[config.mk]
export PLATFORM = sky130hd
export DESIGN_NAME = duplex_mailbox
export DESIGN_NICKNAME = d
export VERILOG_FILES = /design/src/rtl/mbox_pkg.sv /design/src/rtl/mbox_store.sv /design/src/rtl/mbox_flag_fsm.sv /design/src/rtl/mbox_lane.sv /design/src/rtl/duplex_mailbox.sv
export SDC_FILE = /design/constraint.sdc
export NUM_CORES = 1
export LEC_CHECK = 0
export ABC_AREA = 1
export BUFFER_PORTS_ARGS = -buffer_cell sky130_fd_sc_hd__clkbuf_2
export CORE_ASPECT_RATIO = 1.25
export CORE_MARGIN = 1.5
export CORE_UTILIZATION = 45
export CTS_CLUSTER_DIAMETER = 80
export DETAILED_ROUTE_END_ITERATION = 16
export SLEW_MARGIN = 25
export SYNTH_ARGS = -nofsm -noshare
export SYNTH_HDL_FRONTEND = slang
export SYNTH_HIERARCHICAL = 1
export SYNTH_SLANG_ARGS = --single-unit
[constraint.sdc]
create_clock -name clk -period 9.9 [get_ports clk]
set_input_delay 1.485 -clock clk [delete_from_list [all_inputs] [get_ports clk]]
set_output_delay 1.485 -clock clk [all_outputs]
set_load 0.02 [all_outputs]
[src/rtl/mbox_pkg.sv]
package mbox_pkg;
  typedef enum logic [1:0] {
    FLG_IDLE    = 2'd0,
    FLG_FILLING = 2'd1,
    FLG_FULL    = 2'd2,
    FLG_TAKEN   = 2'd3
  } flag_t;

  typedef enum logic [2:0] {
    OP_NOP  = 3'd0,
    OP_OPEN = 3'd1,
    OP_PUT  = 3'd2,
    OP_SEAL = 3'd3,
    OP_GET  = 3'd4,
    OP_DONE = 3'd5,
    OP_FREE = 3'd6,
    OP_RSVD = 3'd7
  } op_t;
endpackage

[src/rtl/mbox_store.sv]
module mbox_store #(
  parameter int WORD_W    = 64,
  parameter int NUM_WORDS = 4,
  localparam int IDX_W    = $clog2(NUM_WORDS)
) (
  input  logic                             clk,
  input  logic                             we,
  input  logic [IDX_W-1:0]                 widx,
  input  logic [WORD_W-1:0]                wdata,
  output logic [NUM_WORDS-1:0][WORD_W-1:0] words
);
  // message storage carries no reset: contents are meaningless until written
  for (genvar w = 0; w < NUM_WORDS; w++) begin : g_word
    always_ff @(posedge clk) begin
      if (we && (widx == IDX_W'(w))) words[w] <= wdata;
    end
  end
endmodule

[src/rtl/mbox_flag_fsm.sv]
module mbox_flag_fsm import mbox_pkg::*; (
  input  logic  clk,
  input  logic  rst_n,
  input  op_t   snd_op,
  input  logic  snd_idx_ok,
  input  op_t   rcv_op,
  input  logic  rcv_idx_ok,
  output flag_t flag,
  output logic  put_ok,
  output logic  get_ok,
  output logic  snd_bad,
  output logic  rcv_bad
);
  flag_t flag_q, flag_d;
  logic  open_ok, seal_ok, done_ok, free_ok;

  always_comb begin
    open_ok = (snd_op == OP_OPEN) && (flag_q == FLG_IDLE || flag_q == FLG_TAKEN);
    put_ok  = (snd_op == OP_PUT)  && (flag_q == FLG_FILLING) && snd_idx_ok;
    seal_ok = (snd_op == OP_SEAL) && (flag_q == FLG_FILLING);
    get_ok  = (rcv_op == OP_GET)  && (flag_q == FLG_FULL) && rcv_idx_ok;
    done_ok = (rcv_op == OP_DONE) && (flag_q == FLG_FULL);
    free_ok = (rcv_op == OP_FREE) && (flag_q == FLG_TAKEN);
    snd_bad = (snd_op != OP_NOP) && !(open_ok || put_ok || seal_ok);
    rcv_bad = (rcv_op != OP_NOP) && !(get_ok || done_ok || free_ok);
    flag_d  = flag_q;
    if (open_ok)      flag_d = FLG_FILLING;
    else if (seal_ok) flag_d = FLG_FULL;
    else if (done_ok) flag_d = FLG_TAKEN;
    else if (free_ok) flag_d = FLG_IDLE;
  end

  always_ff @(posedge clk) begin
    if (!rst_n) flag_q <= FLG_IDLE;
    else        flag_q <= flag_d;
  end

  assign flag = flag_q;


  fill_entry_chk: assert property (@(posedge clk) disable iff (!rst_n)
    (flag_q != FLG_FILLING) ##1 (flag_q == FLG_FILLING)
      |-> ($past(flag_q) == FLG_IDLE || $past(flag_q) == FLG_TAKEN));

  full_entry_chk: assert property (@(posedge clk) disable iff (!rst_n)
    (flag_q != FLG_FULL) ##1 (flag_q == FLG_FULL) |-> $past(flag_q) == FLG_FILLING);

  taken_entry_chk: assert property (@(posedge clk) disable iff (!rst_n)
    (flag_q != FLG_TAKEN) ##1 (flag_q == FLG_TAKEN) |-> $past(flag_q) == FLG_FULL);
endmodule

[src/rtl/mbox_lane.sv]
module mbox_lane import mbox_pkg::*; #(
  parameter int WORD_W    = 64,
  parameter int NUM_WORDS = 4,
  localparam int IDX_W    = $clog2(NUM_WORDS)
) (
  input  logic              clk,
  input  logic              rst_n,
  input  op_t               snd_op,
  input  logic [IDX_W-1:0]  snd_idx,
  input  logic [WORD_W-1:0] snd_data,
  input  op_t               rcv_op,
  input  logic [IDX_W-1:0]  rcv_idx,
  output flag_t             flag,
  output logic [WORD_W-1:0] rd_data,
  output logic              rd_valid,
  output logic              snd_bad,
  output logic              rcv_bad
);
  logic [NUM_WORDS-1:0][WORD_W-1:0] words;
  logic put_ok, get_ok, snd_idx_ok, rcv_idx_ok;

  if ((1 << IDX_W) == NUM_WORDS) begin : g_full_range
    assign snd_idx_ok = 1'b1;
    assign rcv_idx_ok = 1'b1;
  end else begin : g_part_range
    assign snd_idx_ok = ({1'b0, snd_idx} < (IDX_W+1)'(NUM_WORDS));
    assign rcv_idx_ok = ({1'b0, rcv_idx} < (IDX_W+1)'(NUM_WORDS));
  end

  mbox_flag_fsm u_fsm (
    .clk, .rst_n, .snd_op, .snd_idx_ok, .rcv_op, .rcv_idx_ok,
    .flag, .put_ok, .get_ok, .snd_bad, .rcv_bad
  );

  mbox_store #(.WORD_W(WORD_W), .NUM_WORDS(NUM_WORDS)) u_store (
    .clk, .we(put_ok), .widx(snd_idx), .wdata(snd_data), .words
  );

  always_ff @(posedge clk) begin
    if (!rst_n) begin
      rd_valid <= 1'b0;
      rd_data  <= '0;
    end else begin
      rd_valid <= get_ok;
      if (get_ok) rd_data <= words[rcv_idx];
    end
  end


  store_frozen_chk: assert property (@(posedge clk) disable iff (!rst_n)
    (flag != FLG_FILLING) |=> $stable(words));

  rvalid_when_full_chk: assert property (@(posedge clk) disable iff (!rst_n)
    rd_valid |-> $past(flag) == FLG_FULL);
endmodule

[src/rtl/duplex_mailbox.sv]
module duplex_mailbox import mbox_pkg::*; #(
  parameter int WORD_W    = 64,
  parameter int NUM_WORDS = 4,
  localparam int IDX_W    = $clog2(NUM_WORDS)
) (
  input  logic              clk,
  input  logic              rst_n,
  input  logic [2:0]        a_op,
  input  logic              a_sel,
  input  logic [IDX_W-1:0]  a_idx,
  input  logic [WORD_W-1:0] a_wdata,
  output logic [WORD_W-1:0] a_rdata,
  output logic              a_rvalid,
  output logic              a_err,
  input  logic [2:0]        b_op,
  input  logic              b_sel,
  input  logic [IDX_W-1:0]  b_idx,
  input  logic [WORD_W-1:0] b_wdata,
  output logic [WORD_W-1:0] b_rdata,
  output logic              b_rvalid,
  output logic              b_err,
  output logic [1:0]        up_flag,
  output logic [1:0]        dn_flag
);
  // index 0 = side A / upstream lane, index 1 = side B / downstream lane
  op_t               side_op    [2];
  logic              side_sel   [2];
  logic [IDX_W-1:0]  side_idx   [2];
  logic [WORD_W-1:0] side_wdata [2];
  flag_t             lane_flag  [2];
  logic [WORD_W-1:0] lane_rdata [2];
  logic              lane_rvld  [2];
  logic              lane_sbad  [2];
  logic              lane_rbad  [2];
  logic              err_q      [2];

  assign side_op[0]    = op_t'(a_op);
  assign side_op[1]    = op_t'(b_op);
  assign side_sel[0]   = a_sel;
  assign side_sel[1]   = b_sel;
  assign side_idx[0]   = a_idx;
  assign side_idx[1]   = b_idx;
  assign side_wdata[0] = a_wdata;
  assign side_wdata[1] = b_wdata;

  for (genvar d = 0; d < 2; d++) begin : g_lane
    // lane d is sent by side d and received by side 1-d
    op_t s_op, r_op;
    assign s_op = (side_sel[d]   == (d == 1)) ? side_op[d]   : OP_NOP;
    assign r_op = (side_sel[1-d] == (d == 1)) ? side_op[1-d] : OP_NOP;

    mbox_lane #(.WORD_W(WORD_W), .NUM_WORDS(NUM_WORDS)) u_lane (
      .clk, .rst_n,
      .snd_op(s_op), .snd_idx(side_idx[d]), .snd_data(side_wdata[d]),
      .rcv_op(r_op), .rcv_idx(side_idx[1-d]),
      .flag(lane_flag[d]), .rd_data(lane_rdata[d]), .rd_valid(lane_rvld[d]),
      .snd_bad(lane_sbad[d]), .rcv_bad(lane_rbad[d])
    );
  end

  for (genvar s = 0; s < 2; s++) begin : g_err
    always_ff @(posedge clk) begin
      if (!rst_n) err_q[s] <= 1'b0;
      else        err_q[s] <= err_q[s] | lane_sbad[s] | lane_rbad[1-s];
    end
  end

  assign a_rdata  = lane_rdata[1];
  assign a_rvalid = lane_rvld[1];
  assign b_rdata  = lane_rdata[0];
  assign b_rvalid = lane_rvld[0];
  assign a_err    = err_q[0];
  assign b_err    = err_q[1];
  assign up_flag  = lane_flag[0];
  assign dn_flag  = lane_flag[1];


  a_err_sticky_chk: assert property (@(posedge clk) disable iff (!rst_n)
    a_err |=> a_err);

  b_err_sticky_chk: assert property (@(posedge clk) disable iff (!rst_n)
    b_err |=> b_err);
endmodule

=== After elaboration in Yosys (flattened, before gate mapping) ===
Memories as Yosys holds them, arrays and structs flattened.
Index checks and enable logic that the tools add are counted.

* Input bits: 142
* Memories: 1
* Output and inout bits: 136
* Latch bits: 0
* Bits in read-only memories: 0
* Bits in writable memories: 2
* Bits in registers: 646

* Divide/modulo/power cells: 0
* $mul: 0
* Shift operators: 0
* Bitwise logic cells: 7
* $lt $le $gt $ge: 2
* Muxes and demuxes: 20
* Equality and inequality tests: 24
* Reductions and logical operators: 52
* $add $sub $neg: 0

{| class="wikitable"
|+ Memories
! name !! depth !! bits a word !! rd ports !! clocked after Yosys merged registers in !! wr ports !! line !! source
|-
| err_q || 2 || 1 || 2 || 0 || 2 || duplex_mailbox.sv:35 || <nowiki>logic err_q [2];</nowiki>
|}

{| class="wikitable"
|+ Operators with widths
! operator !! number
|-
| 64-bit binary-select mux with 2-bit select || 2
|-
| 64-bit 2-to-1 mux || 2
|-
| 1-bit logical AND || 24
|-
| 3-bit == test, second input constant || 6
|-
| 3-bit nonzero test || 6
|-
| 2-bit == test, second input constant || 8
|-
| 3-bit by 2-bit == test with 1-bit output, second input constant || 4
|-
| 2-bit 2-to-1 mux || 6
|-
| 3-bit 2-to-1 mux || 4
|-
| 1-bit logical OR || 10
|-
| 2-bit by 1-bit == test with 1-bit output, second input constant || 4
|-
| 2-bit zero test || 4
|-
| 4-bit nonzero test || 2
|-
| 3-bit by 1-bit == test with 1-bit output, second input constant || 2
|-
| 2-bit by 3-bit less-than comparator with 1-bit output, second input constant || 2
|-
| 1-bit 2-to-1 mux || 6
|-
| 1-bit bitwise OR || 6
|-
| 1-bit zero test || 4
|-
| 2-bit OR reduction || 2
|-
| 1-bit NOT || 1
|}

=== Longest topological paths before layout ===
* Word-level depth: 10
* Depth in mapped cells: 10
* Gate-level depth less buffers: 9

=== By module ===
The synthesis kept the hierarchy.

{| class="wikitable"
|+ By module, submodules not included
! module !! sequential area each (µm²) !! instances !! area each (µm²) !! cells each
|-
| mbox_store || 7687.4 || 2 || 7717.4 || 264
|-
| mbox_lane || 1301.2 || 2 || 4190.3 || 708
|-
| mbox_flag_fsm || 40.0 || 2 || 247.7 || 47
|-
| duplex_mailbox || 40.0 || 1 || 158.9 || 33
|}

=== Worst setup path after synthesis ===
No wires, ideal clock.

* Path type: input to register
* Start point: input a_op[1]
* End point: register g_lane[0].u_lane/u_store/words[0] in the netlist's numbering, enable pin
* Setup slack: 4.747 ns
* Stages on the path: 6
* Buffers on the path: 0
* Data arrival time: 4.667 ns
* Library setup time: 0.486 ns
* Cell sequence: inv_1 nor2_1 inv_1 nor3_2 nand2_1 nor2_1

* Cells in the longest elaborated chain, start to end: 4

{| class="wikitable"
|+ Ends and longest elaborated chain
! item !! line !! source
|-
| start: declaration || duplex_mailbox.sv:8 || <nowiki>input logic [2:0] a_op,</nowiki>
|-
| 3-bit 2-to-1 mux || duplex_mailbox.sv:49 || <nowiki>assign s_op = (side_sel[d] == (d == 1)) ? side_op[d] : OP_NOP;</nowiki>
|-
| net g_lane[0].s_op[1] || duplex_mailbox.sv:48 || <nowiki>op_t s_op, r_op;</nowiki>
|-
| 3-bit by 2-bit == test with 1-bit output || mbox_flag_fsm.sv:19 || <nowiki>put_ok = (snd_op == OP_PUT) && (flag_q == FLG_FILLING) && snd_idx_ok;</nowiki>
|-
| 1-bit logical AND || mbox_flag_fsm.sv:19 ||
|-
| net g_lane[0].u_lane.put_ok || mbox_lane.sv:20 || <nowiki>logic put_ok, get_ok, snd_idx_ok, rcv_idx_ok;</nowiki>
|-
| 1-bit logical AND || mbox_store.sv:15 || <nowiki>if (we && (widx == IDX_W'(w))) words[w] <= wdata;</nowiki>
|-
| end signal: indexed assignment || mbox_store.sv:15 ||
|-
| end: declaration || mbox_store.sv:10 || <nowiki>output logic [NUM_WORDS-1:0][WORD_W-1:0] words</nowiki>
|}

The timed path passes the listed nets, and every way through them passes these cells.
A chain may end at the register's enable or synchronous reset.

=== Worst setup path after layout ===
* Start point: input a_idx[0]
* End point: register g_lane[1].u_lane.rd_data[53]

* Cells in the longest elaborated chain, start to end: 2

{| class="wikitable"
|+ Ends and longest elaborated chain
! item !! line !! source
|-
| start: declaration || duplex_mailbox.sv:10 || <nowiki>input logic [IDX_W-1:0] a_idx,</nowiki>
|-
| 64-bit binary-select mux with 2-bit select || mbox_lane.sv:45 || <nowiki>if (get_ok) rd_data <= words[rcv_idx];</nowiki>
|-
| 64-bit 2-to-1 mux (implied by the code) || mbox_lane.sv:45 ||
|-
| end signal: assignment || mbox_lane.sv:45 ||
|-
| end: declaration || mbox_lane.sv:14 || <nowiki>output logic [WORD_W-1:0] rd_data,</nowiki>
|}

No other way between the ends. The select of a mux whose other input is x is not followed.

==> flow_summary.json <==
{
  "cts_setup_buffers": 0,
  "ys_ff_latch": 648,
  "crit_arrival_ns": 4.31,
  "p_per_area_mw_per_mm2": 197,
  "synth_area_mm2": 0.0245,
  "clock-sinks": 648,
  "hold_ws_ns": 0.509,
  "coreArea_mm2": 0.0537,
  "cts_buffers": 66,
  "syn_to_final_growth_pct": 16.1,
  "die_y_um": 264,
  "port-buffer-count": 277,
  "drtPass1Iterations": 5,
  "leakagePower_nw": 11.2,
  "postCtsResizedCells": 0,
  "dieArea_mm2": 0.0558,
  "antenna_found_initial": 10,
  "fin_crit_sh": 0.389,
  "rsz0062_at_grt": "no",
  "slew_viol_final": 0,
  "drc": 0,
  "ys_warn_count": 6,
  "cts.reportedPaths.clkPinSlew_ns": 0.06,
  "io_pins": 278,
  "worstSetupStartpointType": "primary input",
  "vdd_drop_max_mv": 0.135,
  "clock_latency_ns": 0.61,
  "nets": 2463,
  "relSlewSlack": 0.324,
  "fin_crit_ns": 3.85,
  "hold_viol": 0,
  "placed_area_mm2": 0.0262,
  "stdcell_area_mm2": 0.0284,
  "final_core_util": 0.529,
  "grt_pass1_vias": 15500,
  "grt_pass1_wl_um": 86500,
  "async_flop_share": 0,
  "tightestPinTransition_ns": 1.01,
  "crit_fanout": 82,
  "hp-class": "reg2reg",
  "yosysUniqueCellTypes": 20,
  "synth_ff_type": "edfxtp_1",
  "dp_hpwl_um": 30700,
  "fin_skew_ns": 0.0194,
  "cts_hold_buf": 0,
  "maxCapViolCount": 0,
  "synth_cells": 2071,
  "synth_seq_area_share": 0.740,
  "syn_area_per_cell_um2": 11.8,
  "grt_max_degree": 101,
  "required_ns": 10.35,
  "dp_slack_ns": 5.45,
  "cts.path.max_buffers": 3,
  "gp_congestion": 0.721,
  "synth_edf_count": 512,
  "cts_tree": "yes",
  "htree_levels": 3,
  "root_buffer": "clkbuf_16",
  "synth.most_common_cell": "nand2_1",
  "ant_nets": 0,
  "fmax_ghz": 0.260,
  "die_w_um": 212,
  "num_rows": 95,
  "yosys-top-cells-count": "nand2_1, edfxtp_1, nand3_1",
  "yosys-top-cells-area": "edfxtp_1, dfxtp_1, nand2_1, nand3_1, a21oi_1",
  "setup_tns_ns": 0,
  "setup_viol": 0,
  "wl_per_cell_um": 18.0,
  "end_kind": "flip-flop",
  "grtUsageTotal": 0.201,
  "grt-ovfl-total": 0,
  "drt_iter0_drc": 909,
  "layoutNonFillerInstCount": 3098,
  "placed_cells": 2974,
  "finalWirelength_um": 55800,
  "design_power_total_mw": 5.59,
  "initial_core_util": 0.455,
  "status": "completed",
  "setup_slack_ns": 6.05,
  "drive_gt1_frac": 0.176,
  "yosys.area.top_type_share": 0.628,
  "num_vias": 15800,
  "routed_via_density": 5.10,
  "synth_area_leader_cell": "edfxtp_1",
  "n_fill_cell": 4645,
  "worstSetupPathType": "in2reg"
}
==> cell type report <==
cell class,count,area [µm²],area share
diodes,2,5.00,0.000176
clock buffers,87,1860,0.0656
clock inverters,35,293,0.0103
inverters,43,168,0.00590
multi-input cells,1258,5520,0.194
flip-flops and latches,648,18100,0.637
well taps,727,910,0.0320
repair buffers,298,1560,0.0547
==> cell usage in the layout, fill, tap and decap left out, types with 4 or more instances in the layout <==
master	n
conb_1	4
a21oi_1	130
clkbuf_8	7
nor2_1	30
buf_4	23
o21ai_1	18
o21ai_0	112
clkbuf_2	273
clkinv_1	11
ha_1	6
inv_1	39
nand2_1	684
dfxtp_1	136
nor2_4	10
nand3_1	258
edfxtp_1	512
clkbuf_16	69
clkinv_2	14
clkbuf_1	11
inv_6	4
==> registers in the layout, indices dropped and copies added, names as in the netlist <==
name and count:
err_q 2, g_lane.u_lane/u_fsm/flag 4, g_lane.u_lane/rd_data 128, g_lane.u_lane/rd_valid 2, g_lane.u_lane/u_store/words 512
==> kinds of logic after synthesis <==
family | share of synthesized area
other | 0.000307
and+or+nand+nor | 0.166
adders and majority gates | 0.00307
AOI/OAI and AO/OA | 0.0532
DFF | 0.740
buffers and inverters | 0.0383
==> final timing paths <==
check,depth (start not counted),slack [ns],end,from
hold / removal,2,0.51,g_lane[1].u_lane/rd_data[29],g_lane[1].u_lane/rd_data[29]
setup reg to reg,7,7.12,g_lane[1].u_lane/rd_data[24],g_lane[1].u_lane/u_fsm/flag[0]
hold reg to reg,2,0.51,g_lane[1].u_lane/rd_data[29],g_lane[1].u_lane/rd_data[29]
setup / recovery,8,6.05,g_lane[1].u_lane/rd_data[53],a_idx[0]
==> where the power goes <==
group	leakage, nW	switching, mW	internal [mW]
logic	4.41	0.150	0.0645
registers	5.70	0.00213	2.94
clock network	1.07	1.02	1.42
==> per-layer routing <==
metal | up-vias | GRT usage | part of all wire
li1 | 7673 | - | -
met1 | 7623 | 0.242 | 0.40
met2 | 387 | 0.346 | 0.50
met3 | 105 | 0.0516 | 0.071
met4 | 16 | 0.0722 | 0.025
met5 | - | 0 | 0.0019
==> worst max-delay path, cell delays in order <==
cell	delay [ns]
buf_4	0.50
buf_4	0.76
inv_4	0.42
buf_4	0.50
nand2_1	0.16
nand3_1	0.10
nand2_1	0.11
a21oi_1	0.06
(Power assumes the default switching activity.)
